**src/rtl/pwm_dual_pkg.sv**
```systemverilog
package pwm_dual_pkg;

  typedef enum logic [1:0] {
    ACT_NONE = 2'b00,
    ACT_CLR  = 2'b01,
    ACT_SET  = 2'b10,
    ACT_TGL  = 2'b11
  } act_e;

  // [3:2] falling-slope action, [1:0] rising-slope action
  typedef struct packed {
    act_e dn;
    act_e up;
  } act_pair_t;

  localparam act_pair_t ACT_DEFAULT = '{dn: ACT_CLR, up: ACT_SET};

  localparam int AW = 3;
  localparam logic [AW-1:0] ADDR_PRD  = 3'd0;
  localparam logic [AW-1:0] ADDR_CMPA = 3'd1;
  localparam logic [AW-1:0] ADDR_ACTA = 3'd3;

endpackage

```
**src/rtl/pwm_timebase.sv**
```systemverilog
module pwm_timebase #(
  parameter int CW      = 16,
  parameter int PRD_RST = 2500
) (
  input  logic          clk,
  input  logic          rst_n,
  input  logic          en,
  input  logic          prd_wr,
  input  logic [CW-1:0] prd_wdata,
  output logic [CW-1:0] cnt_o,
  output logic          down_o,
  output logic          zero_o,
  output logic [CW-1:0] prd_o
);

  localparam logic [CW-1:0] PRD_INIT = CW'(PRD_RST);
  localparam logic [CW-1:0] ONE      = CW'(1);

  logic [CW-1:0] prd_sh, prd_act, cnt_q, prd_use;
  logic          down_q, zero;

  assign zero    = (cnt_q == '0);
  assign prd_use = zero ? prd_sh : prd_act;

  always_ff @(posedge clk or negedge rst_n) begin
    if (!rst_n) begin
      prd_sh  <= PRD_INIT;
      prd_act <= PRD_INIT;
    end else begin
      if (prd_wr) prd_sh <= prd_wdata;
      if (zero)   prd_act <= prd_sh;
    end
  end

  always_ff @(posedge clk or negedge rst_n) begin
    if (!rst_n) begin
      cnt_q  <= '0;
      down_q <= 1'b1;
    end else if (!en) begin
      cnt_q  <= '0;
      down_q <= 1'b1;
    end else if (down_q) begin
      if (zero) begin
        if (prd_use != '0) begin
          cnt_q  <= ONE;
          down_q <= 1'b0;
        end
      end else begin
        cnt_q <= cnt_q - ONE;
      end
    end else begin
      if (cnt_q >= prd_act) begin
        cnt_q  <= cnt_q - ONE;
        down_q <= 1'b1;
      end else begin
        cnt_q <= cnt_q + ONE;
      end
    end
  end

  assign cnt_o  = cnt_q;
  assign down_o = down_q;
  assign zero_o = zero;
  assign prd_o  = prd_act;

  AST_CNT_IN_RANGE: assert property (@(posedge clk) disable iff (!rst_n)
    cnt_q <= prd_act) else $error("counter above period");
  AST_TURN_AT_TOP: assert property (@(posedge clk) disable iff (!rst_n)
    (en && !down_q && cnt_q == prd_act) |=> down_q) else $error("no turn at top");
  AST_ZERO_IS_DOWN: assert property (@(posedge clk) disable iff (!rst_n)
    zero |-> down_q) else $error("zero seen on rising slope");
  AST_PRD_HOLD: assert property (@(posedge clk) disable iff (!rst_n)
    !zero |=> $stable(prd_act)) else $error("period changed mid-count");
  AST_IDLE: assert property (@(posedge clk) disable iff (!rst_n)
    !en |=> (cnt_q == '0 && down_q)) else $error("counter ran while disabled");

endmodule

```
**src/rtl/pwm_out_chan.sv**
```systemverilog
module pwm_out_chan
  import pwm_dual_pkg::*;
#(
  parameter int CW      = 16,
  parameter int CMP_RST = 500
) (
  input  logic          clk,
  input  logic          rst_n,
  input  logic          en,
  input  logic          trip,
  input  logic          cmp_wr,
  input  logic [CW-1:0] cmp_wdata,
  input  logic          act_wr,
  input  act_pair_t     act_wdata,
  input  logic [CW-1:0] cnt,
  input  logic          down,
  input  logic          zero,
  input  logic [CW-1:0] prd,
  output logic          out_o
);

  localparam logic [CW-1:0] CMP_INIT = CW'(CMP_RST);

  logic [CW-1:0] cmp_sh, cmp_act, cmp_eff;
  act_pair_t     act_q;
  act_e          sel;
  logic          hit, up_hit, dn_hit, out_q;

  always_ff @(posedge clk or negedge rst_n) begin
    if (!rst_n) begin
      cmp_sh  <= CMP_INIT;
      cmp_act <= CMP_INIT;
      act_q   <= ACT_DEFAULT;
    end else begin
      if (cmp_wr) cmp_sh <= cmp_wdata;
      if (zero)   cmp_act <= cmp_sh;
      if (act_wr) act_q <= act_wdata;
    end
  end

  // compare at or past the period saturates to the top turning point
  assign cmp_eff = (cmp_act >= prd) ? prd : cmp_act;
  assign hit     = (cnt == cmp_eff);
  assign up_hit  = hit && !down;
  assign dn_hit  = hit && down;

  always_comb begin
    sel = ACT_NONE;
    if (up_hit)      sel = act_q.up;
    else if (dn_hit) sel = act_q.dn;
  end

  always_ff @(posedge clk or negedge rst_n) begin
    if (!rst_n) begin
      out_q <= 1'b0;
    end else if (!en || trip) begin
      out_q <= 1'b0;
    end else begin
      case (sel)
        ACT_CLR: out_q <= 1'b0;
        ACT_SET: out_q <= 1'b1;
        ACT_TGL: out_q <= ~out_q;
        default: out_q <= out_q;
      endcase
    end
  end

  assign out_o = out_q;

  AST_CMP_HOLD: assert property (@(posedge clk) disable iff (!rst_n)
    !zero |=> $stable(cmp_act)) else $error("compare changed mid-count");
  AST_TRIP_OUT_LOW: assert property (@(posedge clk) disable iff (!rst_n)
    trip |=> !out_q) else $error("output active under trip");
  AST_DISABLED_LOW: assert property (@(posedge clk) disable iff (!rst_n)
    !en |=> !out_q) else $error("output active while disabled");
  AST_QUIET_NO_EDGE: assert property (@(posedge clk) disable iff (!rst_n)
    (en && !trip && !hit) |=> $stable(out_q)) else $error("edge without match");

endmodule

```
**src/rtl/pwm_trip_latch.sv**
```systemverilog
module pwm_trip_latch (
  input  logic clk,
  input  logic rst_n,
  input  logic src,
  input  logic force_i,
  input  logic clr,
  output logic trip_o
);

  logic trip_q;

  always_ff @(posedge clk or negedge rst_n) begin
    if (!rst_n)             trip_q <= 1'b0;
    else if (src || force_i) trip_q <= 1'b1;
    else if (clr)           trip_q <= 1'b0;
  end

  assign trip_o = trip_q;

  AST_TRIP_STICKY: assert property (@(posedge clk) disable iff (!rst_n)
    (trip_q && !clr) |=> trip_q) else $error("trip released without clear");
  AST_TRIP_ARM: assert property (@(posedge clk) disable iff (!rst_n)
    (src || force_i) |=> trip_q) else $error("trip cause missed");

endmodule

```
**src/rtl/pwm_dual_sym.sv**
```systemverilog
module pwm_dual_sym
  import pwm_dual_pkg::*;
#(
  parameter int CW       = 16,
  parameter int PRD_RST  = 2500,
  parameter int CMPA_RST = 500,
  parameter int CMPB_RST = 1000
) (
  input  logic          clk,
  input  logic          rst_n,
  input  logic          en,
  input  logic          wr_en,
  input  logic [2:0]    wr_addr,
  input  logic [CW-1:0] wr_data,
  input  logic          trip_src,
  input  logic          trip_force,
  input  logic          trip_clr,
  output logic          pwm_a,
  output logic          pwm_b,
  output logic [CW-1:0] cnt,
  output logic          cnt_down
);

  localparam int NCH = 2;

  logic [CW-1:0]  tb_cnt, tb_prd;
  logic           tb_down, tb_zero, tripped;
  logic [NCH-1:0] ch_out;

  pwm_timebase #(.CW(CW), .PRD_RST(PRD_RST)) u_timebase (
    .clk       (clk),
    .rst_n     (rst_n),
    .en        (en),
    .prd_wr    (wr_en && (wr_addr == ADDR_PRD)),
    .prd_wdata (wr_data),
    .cnt_o     (tb_cnt),
    .down_o    (tb_down),
    .zero_o    (tb_zero),
    .prd_o     (tb_prd)
  );

  pwm_trip_latch u_trip (
    .clk     (clk),
    .rst_n   (rst_n),
    .src     (trip_src),
    .force_i (trip_force),
    .clr     (trip_clr),
    .trip_o  (tripped)
  );

  for (genvar g = 0; g < NCH; g++) begin : g_ch
    localparam int RST_V = (g == 0) ? CMPA_RST : CMPB_RST;
    logic cmp_wr, act_wr;
    assign cmp_wr = wr_en && (wr_addr == ADDR_CMPA + 3'(g));
    assign act_wr = wr_en && (wr_addr == ADDR_ACTA + 3'(g));

    pwm_out_chan #(.CW(CW), .CMP_RST(RST_V)) u_ch (
      .clk       (clk),
      .rst_n     (rst_n),
      .en        (en),
      .trip      (tripped),
      .cmp_wr    (cmp_wr),
      .cmp_wdata (wr_data),
      .act_wr    (act_wr),
      .act_wdata (act_pair_t'(wr_data[3:0])),
      .cnt       (tb_cnt),
      .down      (tb_down),
      .zero      (tb_zero),
      .prd       (tb_prd),
      .out_o     (ch_out[g])
    );
  end

  // the trip also gates the pins so they fall in the same cycle the latch sets
  assign pwm_a    = ch_out[0] & ~tripped;
  assign pwm_b    = ch_out[1] & ~tripped;
  assign cnt      = tb_cnt;
  assign cnt_down = tb_down;

endmodule

```
**config.mk**
```make
export PLATFORM = sky130hd
export DESIGN_NAME = pwm_dual_sym
export DESIGN_NICKNAME = d
export VERILOG_FILES = /design/src/rtl/pwm_dual_pkg.sv /design/src/rtl/pwm_timebase.sv /design/src/rtl/pwm_out_chan.sv /design/src/rtl/pwm_trip_latch.sv /design/src/rtl/pwm_dual_sym.sv
export SDC_FILE = /design/constraint.sdc
export NUM_CORES = 1
export LEC_CHECK = 0
export ABC_AREA = 0
export ABC_CLOCK_PERIOD_IN_PS = 6000
export CAP_MARGIN = 20
export CORE_ASPECT_RATIO = 1.1
export CORE_MARGIN = 5
export CORE_UTILIZATION = 60
export CTS_BUF_LIST = sky130_fd_sc_hd__clkbuf_8
export CTS_CLUSTER_SIZE = 12
export DETAILED_ROUTE_END_ITERATION = 10
export DONT_BUFFER_PORTS = 1
export GPL_TIMING_DRIVEN = 0
export PLACE_DENSITY = 0.76
export SLEW_MARGIN = 10
export SYNTH_ARGS = -nofsm -noshare
export SYNTH_HDL_FRONTEND = slang
export SYNTH_SLANG_ARGS = --single-unit
```
**constraint.sdc**
```tcl
create_clock -name clk -period 6 [get_ports clk]
set_clock_uncertainty 0.05 [all_clocks]
set_input_delay 0.6 -clock clk [delete_from_list [all_inputs] [get_ports clk]]
set_output_delay 0.6 -clock clk [all_outputs]
set_load 0.02 [all_outputs]
```
; ---- After elaboration in Yosys (flattened, before gate mapping)
; Cells that the tools add are included.
[word_totals]
regBits = 124
in_bits = 26
[op_classes]
n_addsub = 2
magnitude_cmp = 3
eq_ne = 13
mux = 23
n_bitwise = 5
reduce_logical = 19
[ops]
columns = operator, n
row1 = 16-bit 2-to-1 mux, 8
row2 = 16-bit greater-or-equal comparator, 3
row3 = 16-bit == test, 2
row4 = "16-bit by 1-bit adder with 16-bit output, second input constant", 1
row5 = 16-bit zero test, 1
row6 = 16-bit nonzero test, 1
row7 = "16-bit by 1-bit subtractor with 16-bit output, second input constant", 1
row8 = 1-bit logical AND, 9
row9 = 1-bit 2-to-1 mux, 9
row10 = "2-bit == test, second input constant", 4
row11 = 2-bit 2-to-1 mux, 4
row12 = 4-bit nonzero test, 2
row13 = "3-bit by 2-bit == test with 1-bit output, second input constant", 2
row14 = 1-bit one-hot mux with 3 select lines, 2
row15 = "2-bit by 1-bit == test with 1-bit output, second input constant", 2
row16 = "4-bit != test, second input constant", 1
row17 = "3-bit by 1-bit == test with 1-bit output, second input constant", 1
row18 = "3-bit == test, second input constant", 1
row19 = 3-bit zero test, 1
row20 = 1-bit inverter, 3
row21 = 1-bit bitwise AND, 2
row22 = 1-bit zero test, 2
row23 = 1-bit logical OR, 2
row24 = 2-bit nonzero test, 1

; ---- Longest topological paths before layout
[logic_depth]
word_depth = 9
ltp_mapped = 15

; ---- By module
; Synthesis repeated with hierarchy kept, for this count alone.
[unflattened]
hier_cells = 714
area_unflattened_um2 = 7607.3
[by_module_without_submodules]
columns = module, n_inst, cells_per_inst, area_each_um2, seq_area_each_um2
row1 = pwm_timebase, 1, 323, 3039.2, 1239.9
row2 = pwm_out_chan at g_ch[0].u_ch, 1, 191, 2232.1, 943.4
row3 = pwm_out_chan at g_ch[1].u_ch, 1, 189, 2222.1, 943.4
row4 = pwm_dual_sym, 1, 7, 76.3, 0.0
row5 = pwm_trip_latch, 1, 4, 37.5, 25.0

; ---- Worst setup path before layout
; Ideal clock, no wire load.
[synth_timing]
path_kind = flip-flop to flip-flop
start = register u_timebase.prd_act[9], in the netlist u_timebase.prd_o[9]
end = register g_ch[0].u_ch.out_q
setup_time_ns = 0.099
t_arrival_ns = 3.363
slack_ns = 2.488
path_stages_with_launch = 15
synth_period_minus_slack_ns = 3.512
cell_sequence = dfrtp_1 inv_1 ha_1 a21o_1 a211o_1 o211ai_1 a21oi_1 nor4_2 mux2_2 a21oi_1 and4_1 ha_1 nor2_1 a211oi_1 a311oi_1
[synth_via]
elab_chain_cells = 9
[synth_lines]
columns = item, line
row1 = start: declaration, pwm_timebase.sv:19  ; logic [CW-1:0] prd_sh, prd_act, cnt_q, prd_use;
row2 = start signal: assignment, pwm_timebase.sv:31  ; if (zero) prd_act <= prd_sh;
row3 = 16-bit greater-or-equal comparator, pwm_out_chan.sv:42  ; assign cmp_eff = (cmp_act >= prd) ? prd : cmp_act;
row4 = 16-bit 2-to-1 mux *, pwm_out_chan.sv:42
row5 = 16-bit == test *, pwm_out_chan.sv:43  ; assign hit = (cnt == cmp_eff);
row6 = 1-bit logical AND, pwm_out_chan.sv:45  ; assign dn_hit = hit && down;
row7 = 2-bit 2-to-1 mux, pwm_out_chan.sv:50  ; else if (dn_hit) sel = act_q.dn;
row8 = 2-bit 2-to-1 mux *, pwm_out_chan.sv:49  ; if (up_hit) sel = act_q.up;
row9 = 2-bit == test / 2-bit by 1-bit == test with 1-bit output (equally long branches), pwm_out_chan.sv:59  ; case (sel)
row10 = 1-bit one-hot mux with 3 select lines, pwm_out_chan.sv:59
row11 = 1-bit 2-to-1 mux, pwm_out_chan.sv:56  ; end else if (!en || trip) begin
row12 = end signal: assignment, pwm_out_chan.sv:62  ; ACT_TGL: out_q <= ~out_q;
row13 = end signal: assignment, pwm_out_chan.sv:63  ; default: out_q <= out_q;
row14 = end: declaration, pwm_out_chan.sv:27  ; logic hit, up_hit, dn_hit, out_q;
; Mark *: on every way between the ends. The rest lies on a longest branch, timed or not.
; A chain may end at the register's enable or synchronous reset.

; ---- Worst setup path after layout
; Same ends and word-level chain as after synthesis.

==> metrics.cfg <==
[outcome]
status=finished with violations
violations=hold timing

[detailed_routing]
vias=5562
drt_iter0_drc=623
postRouteAntennaNets=0
drtPass1Iterations=6
viasPerCell=6.32
avgRoutedWirePerCell_um=22.1
route.detailed.drc=0
drt-total-wl_um=19500

[logic_synthesis]
synth_top_area_frac=0.300
synthArstFlopShare=1.00
synth_adder_area_share=0.0917
synth_flop_cell=dfrtp_1
syn_avg_cell_area_sq_um=10.2
yosys.area_share.simple=0.169
synth-edff-count=0
syn-num-nets=774
ys.warnings.count=0
yosysMostFrequentCell=nand2_1
synth_common_cells=122 x nand2_1, 85 x dfrtp_1, 61 x mux2_2
synth_top_cells_by_area=dfrtp_1 30%, dfstp_2 14%, mux2_2 9.7%, ha_1 9.2%, nand2_1 6.5%
synth.distinct_cells=61
postSynthCellCount=696
synth_top_family_by_area=simple AND/OR/NAND/NOR gates
syn_area_sq_um=7100
muxShareOfSynthArea=0.122
ys_seq_area_frac=0.444
synth_xor_area_frac=0.0444
synth-seq-cells=124
yosysTopAreaCell=dfrtp_1
synth-compound-area-share=0.0924

[timing]
finalSetupViolCount=0
final.setup.tns_ns=0
max_freq_mhz=234
relSlewSlack=0.256
finalHoldViolations=6
fin_crit_sh=0.711
rsz0062_at_grt=no
finalMaxSlewViolations=0
period_needed_ns=4.27
hold-worst-slack_ns=-0.0236
worstMarginPinSlew_ns=1.11

[finish]
nFillCells=920
final_util=0.670
areaGrowthSynthToFinish_pct=8.90
seq_area_sq_um=3150
drive_above_1_share=0.205
nets=795
multi_input_area_sq_um=3690
num_antenna_cells=0

[place]
hpwl_um=14800
gp_congestion=0.988
io_buffers=0

[grt]
grt_util_all_layers=0.291
grt_pass1_vias=5714
gr-total-overflow=0
grt_pass1_wl_um=30900
antenna_found_initial=0
grt_max_degree=125

[pwr]
peakVddDrop_uv=273
p_leak_nw=3.46
p_per_area_nw_per_um2=562

[clocking]
cts_buffer_depth=2
clkTransAtPathRegs_ns=0.09
cts_setup_buffers=0
htree_levels=4
cts_inserted_buffers=17
clock-sinks=124
cts_root_buf=clkbuf_8
cts_tree=built
clkLatencyLatePin_ns=0.44
post_cts_resized=0

[critical_path]
cp_slowest_cell=nor4_2
cp-end-kind=register
rr_endpoint=g_ch[0].u_ch.out_o$_DFFE_PN0P_
cp-start-kind=register
path_class=reg -> reg
ff2ff_path_depth=14
timing.rr.start=u_timebase.prd_o[9]$_DFF_PN0_
cp_data_arrival_time_ns=4.57
path_max_fanout=7
max_stage_delay_ns=0.95
r2r_slack_ns=1.73
crit_required_ns=6.30
crit_chain=inv_1 -> ha_1 -> a21o_1 -> a211o_1 -> o211ai_1 -> a21oi_1 -> nor4_2 -> mux2_2 -> a21oi_1 -> and4_1 -> ha_1 -> nor2_1 -> a211oi_1 -> a311oi_1

[run]
cap_violations=0

[floorplanning]
die_y_um=124
die_w_um=114
core-area_sq_um=11500
pin_count=45
start_util=0.615
die_area_sq_um=14100
rows=41

[hold_path]
hold_path_class=in -> async

## layer usage
metal | GRT usage | share of wire | up-vias
li1 | - | - | 2528
met3 | 0.0603 | 0.057 | 49
met5 | 0 | 0 | -
met4 | 0.129 | 0.034 | 0
met2 | 0.488 | 0.49 | 211
met1 | 0.366 | 0.42 | 2774
## power breakdown
group,internal (mW),switching [mW],total [mW]
Clock,0.385,0.394,0.780
Sequential,1.17,0.360,1.53
Combinational,0.829,1.20,2.03
## worst max-delay path: cells and delay by family (launching register included)
kind	cells	cell delay [ns]
AND/OR/NAND/NOR	3	1.31
adder cells (fa/ha/maj)	2	0.54
flip-flops	1	0.44
AO/OA/AOI/OAI	7	1.19
buffers and inverters	1	0.21
multiplexers	1	0.43
## sequential cells by signal (all words and copies together) (netlist names)
name,flops
u_timebase.down_o,1
u_trip.trip_o,1
u_timebase.cnt_o,16
u_timebase.prd_o,16
g_ch.u_ch.cmp_act,32
g_ch.u_ch.act_q,8
g_ch.u_ch.cmp_sh,32
u_timebase.prd_sh,16
g_ch.u_ch.out_o,2
## cell families after synthesis
group | Yosys count
multiplexers | 79
AND/OR/NAND/NOR | 245
XOR/XNOR | 36
AO/OA/AOI/OAI | 96
buffers and inverters | 64
flip-flops | 124
adder cells (fa/ha/maj) | 52
## cell usage in the layout, fill, tap and decap left out, types with 3 or more instances in the layout
cell type / n
a211o_1: 3
a211oi_1: 4
a21o_1: 6
a21oi_1: 20
a221oi_1: 3
a22oi_1: 3
and3_1: 4
and4_1: 6
buf_1: 3
buf_2: 6
clkbuf_1: 23
clkbuf_8: 17
clkinvlp_4: 3
dfrtp_1: 85
dfstp_2: 39
ha_1: 52
inv_1: 31
inv_6: 6
inv_8: 3
mux2_2: 61
mux2i_1: 18
nand2_1: 122
nand2b_1: 3
nand3_1: 13
nand4_1: 14
nor2_1: 21
nor2b_1: 6
nor3_1: 19
nor3b_1: 4
nor4_1: 14
o211ai_1: 4
o21a_1: 5
o21ai_0: 24
or4_1: 6
xnor2_1: 18
xor2_1: 18
## what timing repair did
action | 4_1_cts | 5_1_grt
endpoints found under the hold margin | 124 | 0
endpoints found under the setup margin | 0 | 0
hold buffers | 1 | 0
## worst max path at each step
stage / cells past startpoint / slack, ns / start / to
CTS: 14 / 1.81 / u_timebase.prd_o[9]$_DFF_PN0_ / g_ch[0].u_ch.out_o$_DFFE_PN0P_
detailed placement: 14 / 1.84 / u_timebase.prd_o[9]$_DFF_PN0_ / g_ch[0].u_ch.out_o$_DFFE_PN0P_
finish: 14 / 1.73 / u_timebase.prd_o[9]$_DFF_PN0_ / g_ch[0].u_ch.out_o$_DFFE_PN0P_
global route: 14 / 1.58 / u_timebase.prd_o[9]$_DFF_PN0_ / g_ch[0].u_ch.out_o$_DFFE_PN0P_
floorplan: 14 / 2.49 / u_timebase.prd_o[9]$_DFF_PN0_ / g_ch[0].u_ch.out_o$_DFFE_PN0P_
global placement: 14 / 1.91 / u_timebase.prd_o[9]$_DFF_PN0_ / g_ch[0].u_ch.out_o$_DFFE_PN0P_
## per-stage QoR
step	setup slack [ns]	power (mW)	cell area, sq um	std cells
3_3_place_gp	1.91	3.44	7290	846
2_1_floorplan	2.49	2.90	7100	696
3_5_place_dp	1.84	3.52	7290	846
5_1_grt	1.58	4.63	7730	880
6_report	1.73	4.34	7730	880
4_1_cts	1.81	4.32	7720	879
## cell type report
type / instances / share of cell area
multi-input combinational: 508 / 0.478
sequential: 124 / 0.408
clock buffer: 17 / 0.0303
tap: 150 / 0.0243
clock inverter: 15 / 0.0230
buffer: 33 / 0.0180
inverter: 31 / 0.0151
timing repair buffer: 2 / 0.00421
Note: power is estimated with default switching activity, not from simulation.
